`src/rtl/gapwr_pkg.sv`:
```
package gapwr_pkg;

  typedef enum logic [2:0] {
    CMD_NONE = 3'd0,
    CMD_PROG = 3'd1,
    CMD_WAKE = 3'd2,
    CMD_STOP = 3'd3,
    CMD_READ = 3'd4
  } cmd_e;

  typedef enum logic [1:0] {
    ST_IDLE  = 2'd0,
    ST_WRITE = 2'd1,
    ST_WAIT  = 2'd2
  } st_e;

  // Interval classification: {ok, value}
  function automatic logic [1:0] classify(input int iv, input int z_lo,
                                          input int z_hi, input int o_lo,
                                          input int top);
    if (iv >= z_lo && iv <= z_hi) return 2'b10;
    if (iv >= o_lo && iv <= top)  return 2'b11;
    return 2'b00;
  endfunction

endpackage

```
`src/rtl/gapwr_interval.sv`:
```
module gapwr_interval
  import gapwr_pkg::*;
#(
  parameter int T0_MIN = 16,
  parameter int T0_MAX = 31,
  parameter int T1_MIN = 48,
  parameter int QUIET  = 64,
  parameter int CNT_W  = $clog2(QUIET + 2)
) (
  input  logic clk,
  input  logic rst_n,
  input  logic restart,
  input  logic active,
  input  logic gap,
  output logic bit_stb,
  output logic bit_ok,
  output logic bit_val,
  output logic quiet_end
);

  localparam logic [CNT_W-1:0] END_V = CNT_W'(QUIET + 1);

  logic [CNT_W-1:0] cnt;
  logic [1:0]       cls;

  always_ff @(posedge clk or negedge rst_n) begin
    if (!rst_n) begin
      cnt <= '0;
    end else if (restart || (active && gap && cnt != END_V)) begin
      cnt <= CNT_W'(1);
    end else if (active && cnt != END_V) begin
      cnt <= cnt + CNT_W'(1);
    end
  end

  assign quiet_end = active && (cnt == END_V);
  assign bit_stb   = active && gap && !quiet_end;
  assign cls       = classify(int'(cnt), T0_MIN, T0_MAX, T1_MIN, QUIET);
  assign bit_ok    = cls[1];
  assign bit_val   = cls[0];


  quiet_once_chk: assert property (@(posedge clk) disable iff (!rst_n)
    quiet_end |=> !quiet_end);

endmodule

```
`src/rtl/gapwr_collect.sv`:
```
module gapwr_collect #(
  parameter int PWD_W = 32,
  parameter int PAY_W = 36,
  parameter int NB_W  = 7
) (
  input  logic             clk,
  input  logic             rst_n,
  input  logic             clear,
  input  logic             bit_stb,
  input  logic             bit_ok,
  input  logic             bit_val,
  input  logic             pwd_en,
  input  logic [PWD_W-1:0] pwd_ref,
  output logic [NB_W-1:0]  nbits,
  output logic [1:0]       opcode,
  output logic             pwd_bad,
  output logic             iv_bad,
  output logic [PAY_W-1:0] payload
);

  logic pw_slot, pay_slot, ref_bit;

  assign pw_slot  = pwd_en && int'(nbits) >= 2 && int'(nbits) < PWD_W + 2;
  assign pay_slot = pwd_en ? (int'(nbits) >= PWD_W + 2) : (int'(nbits) >= 2);

  // First password bit (index 2) meets the stored MSB.
  always_comb begin
    ref_bit = 1'b0;
    for (int i = 0; i < PWD_W; i++) begin
      if (int'(nbits) == PWD_W + 1 - i) ref_bit = pwd_ref[i];
    end
  end

  always_ff @(posedge clk or negedge rst_n) begin
    if (!rst_n) begin
      nbits   <= '0;
      opcode  <= '0;
      pwd_bad <= 1'b0;
      iv_bad  <= 1'b0;
      payload <= '0;
    end else if (clear) begin
      nbits   <= '0;
      opcode  <= '0;
      pwd_bad <= 1'b0;
      iv_bad  <= 1'b0;
      payload <= '0;
    end else if (bit_stb) begin
      if (!bit_ok) begin
        iv_bad <= 1'b1;
      end else begin
        if (nbits != '1) nbits <= nbits + NB_W'(1);
        if (nbits == NB_W'(0)) opcode[1] <= bit_val;
        if (nbits == NB_W'(1)) opcode[0] <= bit_val;
        if (pw_slot && bit_val != ref_bit) pwd_bad <= 1'b1;
        if (pay_slot) payload <= {payload[PAY_W-2:0], bit_val};
      end
    end
  end


  clear_empties_chk: assert property (@(posedge clk) disable iff (!rst_n)
    clear |=> (nbits == '0 && !iv_bad && !pwd_bad));


  bad_interval_sticks_chk: assert property (@(posedge clk) disable iff (!rst_n)
    (iv_bad && !clear) |=> iv_bad);

endmodule

```
`src/rtl/gapwr_delay.sv`:
```
module gapwr_delay #(
  parameter int DELAY = 32,
  parameter int DW    = $clog2(DELAY + 1)
) (
  input  logic clk,
  input  logic rst_n,
  input  logic start,
  input  logic run,
  input  logic locked,
  output logic fire,
  output logic abort
);

  logic [DW-1:0] dly;

  always_ff @(posedge clk or negedge rst_n) begin
    if (!rst_n)           dly <= '0;
    else if (start)       dly <= '0;
    else if (run && !fire) dly <= dly + DW'(1);
  end

  assign abort = run && locked;
  assign fire  = run && !locked && (dly == DW'(DELAY - 1));


  fire_abort_excl_chk: assert property (@(posedge clk) disable iff (!rst_n)
    !(fire && abort));

endmodule

```
`src/rtl/gapwr_decoder.sv`:
```
module gapwr_decoder
  import gapwr_pkg::*;
#(
  parameter int DATA_W     = 32,
  parameter int ADDR_W     = 3,
  parameter int T0_MIN     = 16,
  parameter int T0_MAX     = 31,
  parameter int T1_MIN     = 48,
  parameter int QUIET      = 64,
  parameter int PROG_DELAY = 32
) (
  input  logic              clk,
  input  logic              rst_n,
  input  logic              gap_pulse,
  input  logic              pwd_en,
  input  logic              aor_en,
  input  logic [DATA_W-1:0] stored_pwd,
  input  logic              tgt_locked,
  input  logic              cmd_ack,
  output logic              wr_active,
  output logic              cmd_valid,
  output logic [2:0]        cmd_type,
  output logic              cmd_err,
  output logic              cmd_lock,
  output logic [ADDR_W-1:0] cmd_addr,
  output logic [DATA_W-1:0] cmd_data,
  output logic              prog_req
);

  localparam int LEN_STOP = 2;
  localparam int LEN_READ = 3 + ADDR_W;
  localparam int LEN_STD  = 3 + DATA_W + ADDR_W;
  localparam int LEN_PWD  = LEN_STD + DATA_W;
  localparam int LEN_WAKE = 2 + DATA_W;
  localparam int PAY_W    = 1 + DATA_W + ADDR_W;
  localparam int NB_W     = $clog2(LEN_PWD + 2);
  localparam int CNT_W    = $clog2(QUIET + 2);

  st_e  state;
  cmd_e type_q, v_type;
  logic v_err;

  logic             start_ok, active;
  logic             bit_stb, bit_ok, bit_val, quiet_end;
  logic [NB_W-1:0]  nbits;
  logic [1:0]       opcode;
  logic             pwd_bad, iv_bad;
  logic [PAY_W-1:0] payload;
  logic             dly_start, fire, abort;

  assign active    = (state == ST_WRITE);
  assign start_ok  = (state == ST_IDLE) && gap_pulse && !cmd_valid;
  assign wr_active = active;
  assign cmd_type  = type_q;

  gapwr_interval #(
    .T0_MIN(T0_MIN), .T0_MAX(T0_MAX), .T1_MIN(T1_MIN),
    .QUIET(QUIET), .CNT_W(CNT_W)
  ) u_interval (
    .clk(clk), .rst_n(rst_n), .restart(start_ok), .active(active),
    .gap(gap_pulse), .bit_stb(bit_stb), .bit_ok(bit_ok),
    .bit_val(bit_val), .quiet_end(quiet_end)
  );

  gapwr_collect #(
    .PWD_W(DATA_W), .PAY_W(PAY_W), .NB_W(NB_W)
  ) u_collect (
    .clk(clk), .rst_n(rst_n), .clear(start_ok), .bit_stb(bit_stb),
    .bit_ok(bit_ok), .bit_val(bit_val), .pwd_en(pwd_en),
    .pwd_ref(stored_pwd), .nbits(nbits), .opcode(opcode),
    .pwd_bad(pwd_bad), .iv_bad(iv_bad), .payload(payload)
  );

  gapwr_delay #(.DELAY(PROG_DELAY)) u_delay (
    .clk(clk), .rst_n(rst_n), .start(dly_start),
    .run(state == ST_WAIT), .locked(tgt_locked),
    .fire(fire), .abort(abort)
  );

  // Frame verdict
  always_comb begin
    v_type = CMD_NONE;
    v_err  = 1'b1;
    if (!iv_bad && int'(nbits) >= 2) begin
      if (opcode == 2'b11) begin
        if (int'(nbits) == LEN_STOP) begin
          v_type = CMD_STOP; v_err = 1'b0;
        end
      end else if (opcode == 2'b10) begin
        if (!pwd_en) begin
          if (int'(nbits) == LEN_STD) begin
            v_type = CMD_PROG; v_err = 1'b0;
          end else if (int'(nbits) == LEN_READ) begin
            v_type = CMD_READ; v_err = 1'b0;
          end
        end else if (!pwd_bad) begin
          if (int'(nbits) == LEN_PWD) begin
            v_type = CMD_PROG; v_err = 1'b0;
          end else if (int'(nbits) == LEN_WAKE && aor_en) begin
            v_type = CMD_WAKE; v_err = 1'b0;
          end
        end
      end
    end
  end

  assign dly_start = active && quiet_end && !v_err && v_type == CMD_PROG;

  always_ff @(posedge clk or negedge rst_n) begin
    if (!rst_n) begin
      state     <= ST_IDLE;
      type_q    <= CMD_NONE;
      cmd_valid <= 1'b0;
      cmd_err   <= 1'b0;
      cmd_lock  <= 1'b0;
      cmd_addr  <= '0;
      cmd_data  <= '0;
      prog_req  <= 1'b0;
    end else begin
      prog_req <= 1'b0;
      if (cmd_ack && cmd_valid) begin
        cmd_valid <= 1'b0;
        cmd_err   <= 1'b0;
        type_q    <= CMD_NONE;
      end
      unique case (state)
        ST_IDLE: if (start_ok) state <= ST_WRITE;
        ST_WRITE: if (quiet_end) begin
          if (v_err) begin
            cmd_valid <= 1'b1;
            cmd_err   <= 1'b1;
            type_q    <= CMD_NONE;
            state     <= ST_IDLE;
          end else begin
            type_q   <= v_type;
            cmd_addr <= payload[ADDR_W-1:0];
            if (v_type == CMD_READ) begin
              cmd_lock <= payload[ADDR_W];
            end else if (v_type == CMD_PROG) begin
              cmd_lock <= payload[PAY_W-1];
              cmd_data <= payload[ADDR_W +: DATA_W];
            end
            if (v_type == CMD_PROG) begin
              state <= ST_WAIT;
            end else begin
              cmd_valid <= 1'b1;
              state     <= ST_IDLE;
            end
          end
        end
        ST_WAIT: begin
          if (abort) begin
            cmd_valid <= 1'b1;
            cmd_err   <= 1'b1;
            state     <= ST_IDLE;
          end else if (fire) begin
            cmd_valid <= 1'b1;
            prog_req  <= 1'b1;
            state     <= ST_IDLE;
          end
        end
        default: state <= ST_IDLE;
      endcase
    end
  end


  prog_req_pulse_chk: assert property (@(posedge clk) disable iff (!rst_n)
    prog_req |=> !prog_req);


  lock_blocks_chk: assert property (@(posedge clk) disable iff (!rst_n)
    prog_req |-> !$past(tgt_locked));


  hold_until_ack_chk: assert property (@(posedge clk) disable iff (!rst_n)
    (cmd_valid && !cmd_ack) |=> (cmd_valid && $stable(cmd_type) && $stable(cmd_err)));


  busy_ignore_chk: assert property (@(posedge clk) disable iff (!rst_n)
    (state == ST_IDLE && cmd_valid && gap_pulse) |=> !wr_active);


  err_type_chk: assert property (@(posedge clk) disable iff (!rst_n)
    (cmd_valid && cmd_err) |-> (cmd_type == 3'd0 || cmd_type == 3'd1));

endmodule

```
`config.mk`:
```
export PLATFORM = sky130hd
export DESIGN_NAME = gapwr_decoder
export DESIGN_NICKNAME = d
export VERILOG_FILES = /design/src/rtl/gapwr_pkg.sv /design/src/rtl/gapwr_interval.sv /design/src/rtl/gapwr_collect.sv /design/src/rtl/gapwr_delay.sv /design/src/rtl/gapwr_decoder.sv
export SDC_FILE = /design/constraint.sdc
export NUM_CORES = 1
export LEC_CHECK = 0
export ABC_AREA = 1
export ABC_CLOCK_PERIOD_IN_PS = 2700
export BUFFER_PORTS_ARGS = -buffer_cell sky130_fd_sc_hd__buf_4
export CAP_MARGIN = 10
export CORE_AREA = 2 2 112 114
export CTS_BUF_LIST = sky130_fd_sc_hd__clkbuf_16
export DETAILED_ROUTE_END_ITERATION = 12
export DIE_AREA = 0 0 114 116
export PLACE_DENSITY = 0.72
export SLEW_MARGIN = 10
export SYNTH_ARGS = -nofsm -noshare
export SYNTH_HDL_FRONTEND = slang
export SYNTH_SLANG_ARGS = --single-unit
```
`constraint.sdc`:
```
create_clock -name clk -period 2.7 [get_ports clk]
set_clock_uncertainty 0.05 [all_clocks]
set_input_delay 0.405 -clock clk [delete_from_list [all_inputs] [get_ports clk]]
set_output_delay 0.405 -clock clk [all_outputs]
set_load 0.005 [all_outputs]
```
### Yosys cells after proc, flatten, opt, wreduce, memory -nomap -nowiden

Cells that the tools add are included.

| word-level totals | value |
|---|---|
| register bits after elaboration | 104 |
| output and inout bits | 43 |
| input port bits | 39 |

| operators by class | value |
|---|---|
| reduce and logical (&&, ||, !) cells | 51 |
| magnitude comparators | 7 |
| bitwise gates (word level) | 2 |
| $add $sub $neg | 3 |
| equality and inequality tests | 51 |
| multiplexer cells | 112 |

Operator list:

| operator | number |
|---|---|
| $mux 36 | 4 |
| $eq 7x6->1 const B | 16 |
| $mux 1 | 70 |
| $eq 7x5->1 const B | 8 |
| $eq 7x7->1 const B | 6 |
| $mux 7 | 6 |
| $mux 2 | 17 |
| $mux 3 | 10 |
| $eq 7x4->1 const B | 4 |
| $logic_and 1x1->1 | 22 |
| $reduce_and 3->1 | 7 |
| $reduce_bool 2->1 | 10 |
| $add 7x1->7 const B | 2 |
| $eq 7x3->1 const B | 2 |
| $ge 7x6->1 const B | 2 |
| $ne 7x7->1 const B | 2 |
| $mux 6 | 2 |
| $eq 7x1->1 const B | 1 |
| $ge 7x2->1 const B | 1 |
| $ge 7x5->1 const B | 1 |
| $le 7x5->1 const B | 1 |
| $le 7x7->1 const B | 1 |
| $logic_not 7->1 | 1 |
| $lt 7x6->1 const B | 1 |
| other kinds (18) | 29 |

### Logic depth before layout (Yosys ltp)

| logic depth | value |
|---|---|
| depth after elaboration | 39 |
| gate-level depth with buffers | 39 |
| gate-level depth less buffers | 39 |

### By module

From an unflattened synthesis, not the netlist that was laid out.

| unflattened totals | value |
|---|---|
| cell total of the unflattened synthesis | 745 |
| area total of the unflattened synthesis | 5698.0 um2 |

By module, submodules not included:

| module | seq. area each (um2) | cells an instance | area each (um2) | times used |
|---|---|---|---|---|
| gapwr_collect | 1176.1 | 355 | 2697.6 | 1 |
| gapwr_decoder | 1101.1 | 267 | 2079.5 | 1 |
| gapwr_interval | 175.2 | 77 | 549.3 | 1 |
| gapwr_delay | 150.1 | 46 | 371.6 | 1 |

### Least setup slack after synthesis

No wires, ideal clock.

| timing path | value |
|---|---|
| path kind | reg-to-reg |
| from | register u_collect.nbits[1] |
| to | register u_collect.pwd_bad |
| stages on the path, launching flop included | 40 |
| arrival time | 2.521 ns |
| path buffers | 0 |
| data required time | 2.577 ns |
| library setup time | 0.073 ns |
| setup slack | 0.056 ns |
| cell sequence | dfrtp_1 > ha_1 > inv_1 > nor2_4 > nand3_1 > nand2_1 > inv_1 > nand2_1 > nand2_1 > nand2_1 > nand2_1 > nand2_1 > nand2_1 > nand2_1 > nand2_1 > nand2_1 > nand2_1 > nand2_1 > [4 not listed] > nand2_1 > nand2_1 > nand2_1 > nand2_1 > nand2_1 > nand2_1 > nand2_1 > nand2_1 > nand2_1 > nand2_1 > nand2_1 > nand2_1 > nand2_1 > nand2_1 > nand2_1 > nand2_1 > nand3_2 > a21oi_2 |

| on the way | value |
|---|---|
| longest elaborated chain between the ends | 37 |
| elaborated cells on any way between the ends | 72 |
| those cells by class | order compare: 2; eq/ne: 33; mux: 32; reduce/logical: 5 |

Ends and longest elaborated chain:

| element | RTL line | text |
|---|---|---|
| from (decl) | gapwr_collect.sv:14 | `output logic [NB_W-1:0] nbits,` |
| from (signal assigned) | gapwr_collect.sv:51 | `if (nbits != '1) nbits <= nbits + NB_W'(1);` |
| $eq 7x7->1 | gapwr_collect.sv:30 | `if (int'(nbits) == PWD_W + 1 - i) ref_bit = pwd_ref[i];` |
| $mux 1 (32 in series) | gapwr_collect.sv:30 |  |
| $ne 1x1->1 | gapwr_collect.sv:54 | `if (pw_slot && bit_val != ref_bit) pwd_bad <= 1'b1;` |
| $logic_and 1x1->1 * | gapwr_collect.sv:54 |  |
| $reduce_bool 2->1 (no line) * | -- |  |
| $reduce_and 3->1 (no line) * | -- |  |
| to (signal assigned) | gapwr_collect.sv:38 | `pwd_bad <= 1'b0;` |
| to (signal assigned) | gapwr_collect.sv:44 | `pwd_bad <= 1'b0;` |
| to (signal assigned) | gapwr_collect.sv:54 |  |
| to (decl) | gapwr_collect.sv:16 | `output logic pwd_bad,` |

Every way passes the cells marked *; elsewhere a longest branch is shown, timed or not.
A chain may end at the register's enable or synchronous reset.

### Worst setup path in the final report

| timing path | value |
|---|---|
| from | register u_collect.nbits[3] |
| to | register u_delay.dly[1] |

| on the way | value |
|---|---|
| longest elaborated chain between the ends | 13 |
| elaborated cells on any way between the ends | 34 |
| those cells by class | order compare: 1; eq/ne: 6; mux: 21; reduce/logical: 6 |

Ends and longest elaborated chain:

| element | RTL line | text |
|---|---|---|
| parallel branches: the longest is 11 deep, another holds $eq 7x7->1 | -- |  |
| $logic_and 1x1->1 * | gapwr_decoder.sv:107 | `assign dly_start = active && quiet_end && !v_err && v_type == CMD_PROG;` |
| $mux 6 / $reduce_bool 2->1 (equally long branches) | -- |  |
| to (signal assigned) | gapwr_delay.sv:19 | `else if (run && !fire) dly <= dly + DW'(1);` |
| to (decl) | gapwr_delay.sv:14 | `logic [DW-1:0] dly;` |

Every way passes the cells marked *.

==> reports/qor.yml <==
initial_utilization: 0.443
synthTopCellsByArea: "dfrtp_1 (49%), nand2_1 (8.0%), inv_1 (6.9%), o21ai_1 (6.6%), nand3_1 (5.9%)"
critPathTopFamily: "simple AND/OR/NAND/NOR gates"
die_area_sq_mm: 0.0132
via_per_inst: 5.36
p_comb_frac: 0.318
hold_path.class: "in -> async"
crit_fanout: 8
slowest_stage: "dfrtp_2"
violations: "hold timing, setup timing"
seq_area_frac_synth: 0.493
chipWidth_microns: 114
p_leak_nw: 3.47
place.gp.congestion: 0.911
cts_buffers: 9
power_density_mw_per_mm2: 693
antenna_found_initial: 0
min_period_ps: 3000
crit_type: "reg -> reg"
first_pass_iters: 5
dp_hpwl_microns: 9600
grt_pass1_vias: 4768
timing.rr.end: "u_delay.dly[1]$_DFFE_PN0P_"
reg2regPathDepth: 17
total_power_mw: 4.93
seqPwrFrac: 0.422
ioPinCount: 82
final-instance-count-excl-fill: 947
drt_iter0_markers: 292
worstSetupPathDepth: 17
r2r_slack_ps: -300
clk_pin_slew_ps: 70
crit_buf_inv: 6
critPathLaunch: "u_collect.nbits[3]$_DFFE_PN0P_"
cts_buffer_depth: 2
drv_slew: 0
port_buffers: 81
hold_viol_final: 4
yosysTopAreaCell: "dfrtp_1"
path_cells: "buf_4, buf_4, nor2_4, inv_4, nor2_4, inv_2, nor4_4, inv_1, nand2_1, a21oi_2, o31ai_2, nand3_2, nor2_4, nand2_8, and3_4, a31oi_4, inv_2"
clk_latency_ps: 350
critPathMaxStageDelay_ps: 450
rsz0062_at_grt: "true"
gr-total-overflow: 0
syn2layout_area_growth_pct: 34.7
switchingPower_mw: 1.80
yosys_warnings: 0
grt_max_degree: 51
cts_hold_buf: 0
setup_violations: 41
cts_htree_levels: 3
power.internal_mw: 3.13
grt_first_pass_wirelength_microns: 21800
nets: 845
cap_violations: 0
diodes: 0
swShare: 0.366
cp.arrival_ps: 3190
fin_ws_ps: -297
layout_common_cells: "buf_4 (134), nand2_1 (113), dfrtp_1 (100)"
synth_cell_type_count: 42
clock_power_share: 0.260
avgRoutedWirePerCell_microns: 15.8
cts.sinks: 104
synth_top_area_frac: 0.493
max_freq_mhz: 334
finalCritPeriodShare: 1.11
place_area_sq_mm: 0.00634
end_kind: "flip-flop"
synth_nets: 709
syn_area_sq_mm: 0.00528
whs_ps: -7.45
cts_tree: "built"
tightest_slew_ps: 614
fp.dieH_microns: 116
drive_gt1_frac: 0.281
grt_use_total: 0.204
num_rows: 40
vias: 5076
core_sq_mm: 0.0119
ys_seq_elements: 104
drt_wl_total_microns: 14900
syn_avg_cell_area_sq_um: 8.01
start_kind: "flip-flop"
timing.rr.start: "u_collect.nbits[3]$_DFFE_PN0P_"
worstPathRequired_ps: 2890
postSynthCellCount: 659
finalInstanceArea_sq_mm: 0.00711
dp_cells: 907
route.antenna.remaining_nets: 0
drc: 0
clk_root_buffer_cell: "clkbuf_16"
mostFrequentLayoutCell: "buf_4"
relSlewSlack: 0.589
vdd_drop_max_mv: 0.468
crit_path_frequent_cell: "nor2_4"
status: "finished, violations left"
[synth_stat cells]
cell type	count
buf_2	2
nor4_2	1
nand3_1	62
buf_1	4
o21a_1	1
clkbuf_1	15
o21ai_1	70
nand2_2	2
o211ai_1	1
nor2_4	3
xnor2_1	1
xor2_1	2
o21ai_0	21
mux2i_1	1
nor2_1	42
inv_2	13
nand2_1	113
dfrtp_1	104
a41oi_1	4
clkinv_1	1
a31oi_1	6
o31ai_1	4
nand2_4	1
mux2_1	4
a211oi_1	1
nor3_1	17
ha_1	11
inv_1	97
or2_2	1
and3_1	2
nand4_1	5
nor3b_1	1
a21oi_2	3
nor2_2	3
a21oi_1	30
a21boi_1	1
o211a_1	1
buf_4	1
buf_6	1
nand3_2	2
or2_0	1
nor4_1	3
[power groups by stage]
stage,Sequential [mW],Combinational (mW),Clock [mW]
floorplan,2.02,0.814,0
global placement,2.05,1.33,0
detailed placement,2.06,1.38,0
CTS,2.05,1.42,1.29
global route,2.11,1.73,1.36
finish,2.08,1.57,1.28
[flip-flops by register name, indices dropped and copies added, names as in the netlist, 2 cells and up]
signal,flops
cmd_addr,3
cmd_data,32
cmd_type,3
state,2
u_collect.nbits,7
u_collect.opcode,2
u_collect.payload,36
u_delay.dly,6
u_interval.cnt,7
[how the worst max path moves through the flow]
stage / to / slack (ps)
after global routing: u_collect.pwd_bad$_DFFE_PN0P_ / -500
after global placement: u_collect.pwd_bad$_DFFE_PN0P_ / -50
after detailed placement: u_collect.pwd_bad$_DFFE_PN0P_ / -170
after CTS: u_collect.pwd_bad$_DFFE_PN0P_ / -160
after floorplan: u_collect.pwd_bad$_DFFE_PN0P_ / 60
final: u_delay.dly[1]$_DFFE_PN0P_ / -300
[metrics by stage]
| stage | TNS, ps | setup slack (ps) | utilization |
|---|---|---|---|
| 6_report | -9170 | -297 | 0.597 |
| 5_1_grt | -16490 | -497 | 0.597 |
| 4_1_cts | -161 | -161 | 0.560 |
| 3_5_place_dp | -2100 | -168 | 0.532 |
| 3_3_place_gp | -50.0 | -50.0 | 0.532 |
| 2_1_floorplan | 0 | 55.6 | - |
[layer usage]
metal,global-route usage,routed length (microns)
met4,0.0772,333
met2,0.351,7410
met3,0.0277,686
met5,0,0
met1,0.265,6520
[cell families (layout without fill, tap and decap cells)]
kind of cell,after synthesis,count (layout),share of synthesized area
fa+ha+maj,11,11,0.0261
mux,5,5,0.0104
compound gates,143,143,0.147
buf+inv,134,274,0.0978
flops,104,104,0.493
xor+xnor,3,3,0.00498
simple gates,259,260,0.221
[timing repair]
action                     in CTS  in global routing
pin swaps                       5                 16
hold endpoints to repair        0                  0
resized for setup              10                 47
gates cloned                    0                  7
setup endpoints to repair      34                 45
setup buffers                   2                 16
[final cells by class]
| class | instances | area [sq um] |
|---|---|---|
| timing repair buffer | 147 | 1240 |
| multi-input combinational | 422 | 2370 |
| clock inverter | 7 | 66.3 |
| fill | 996 | 4800 |
| clock buffer | 9 | 225 |
| inverter | 111 | 427 |
| sequential | 104 | 2610 |
| tap | 147 | 184 |
(Power assumes the default switching activity.)
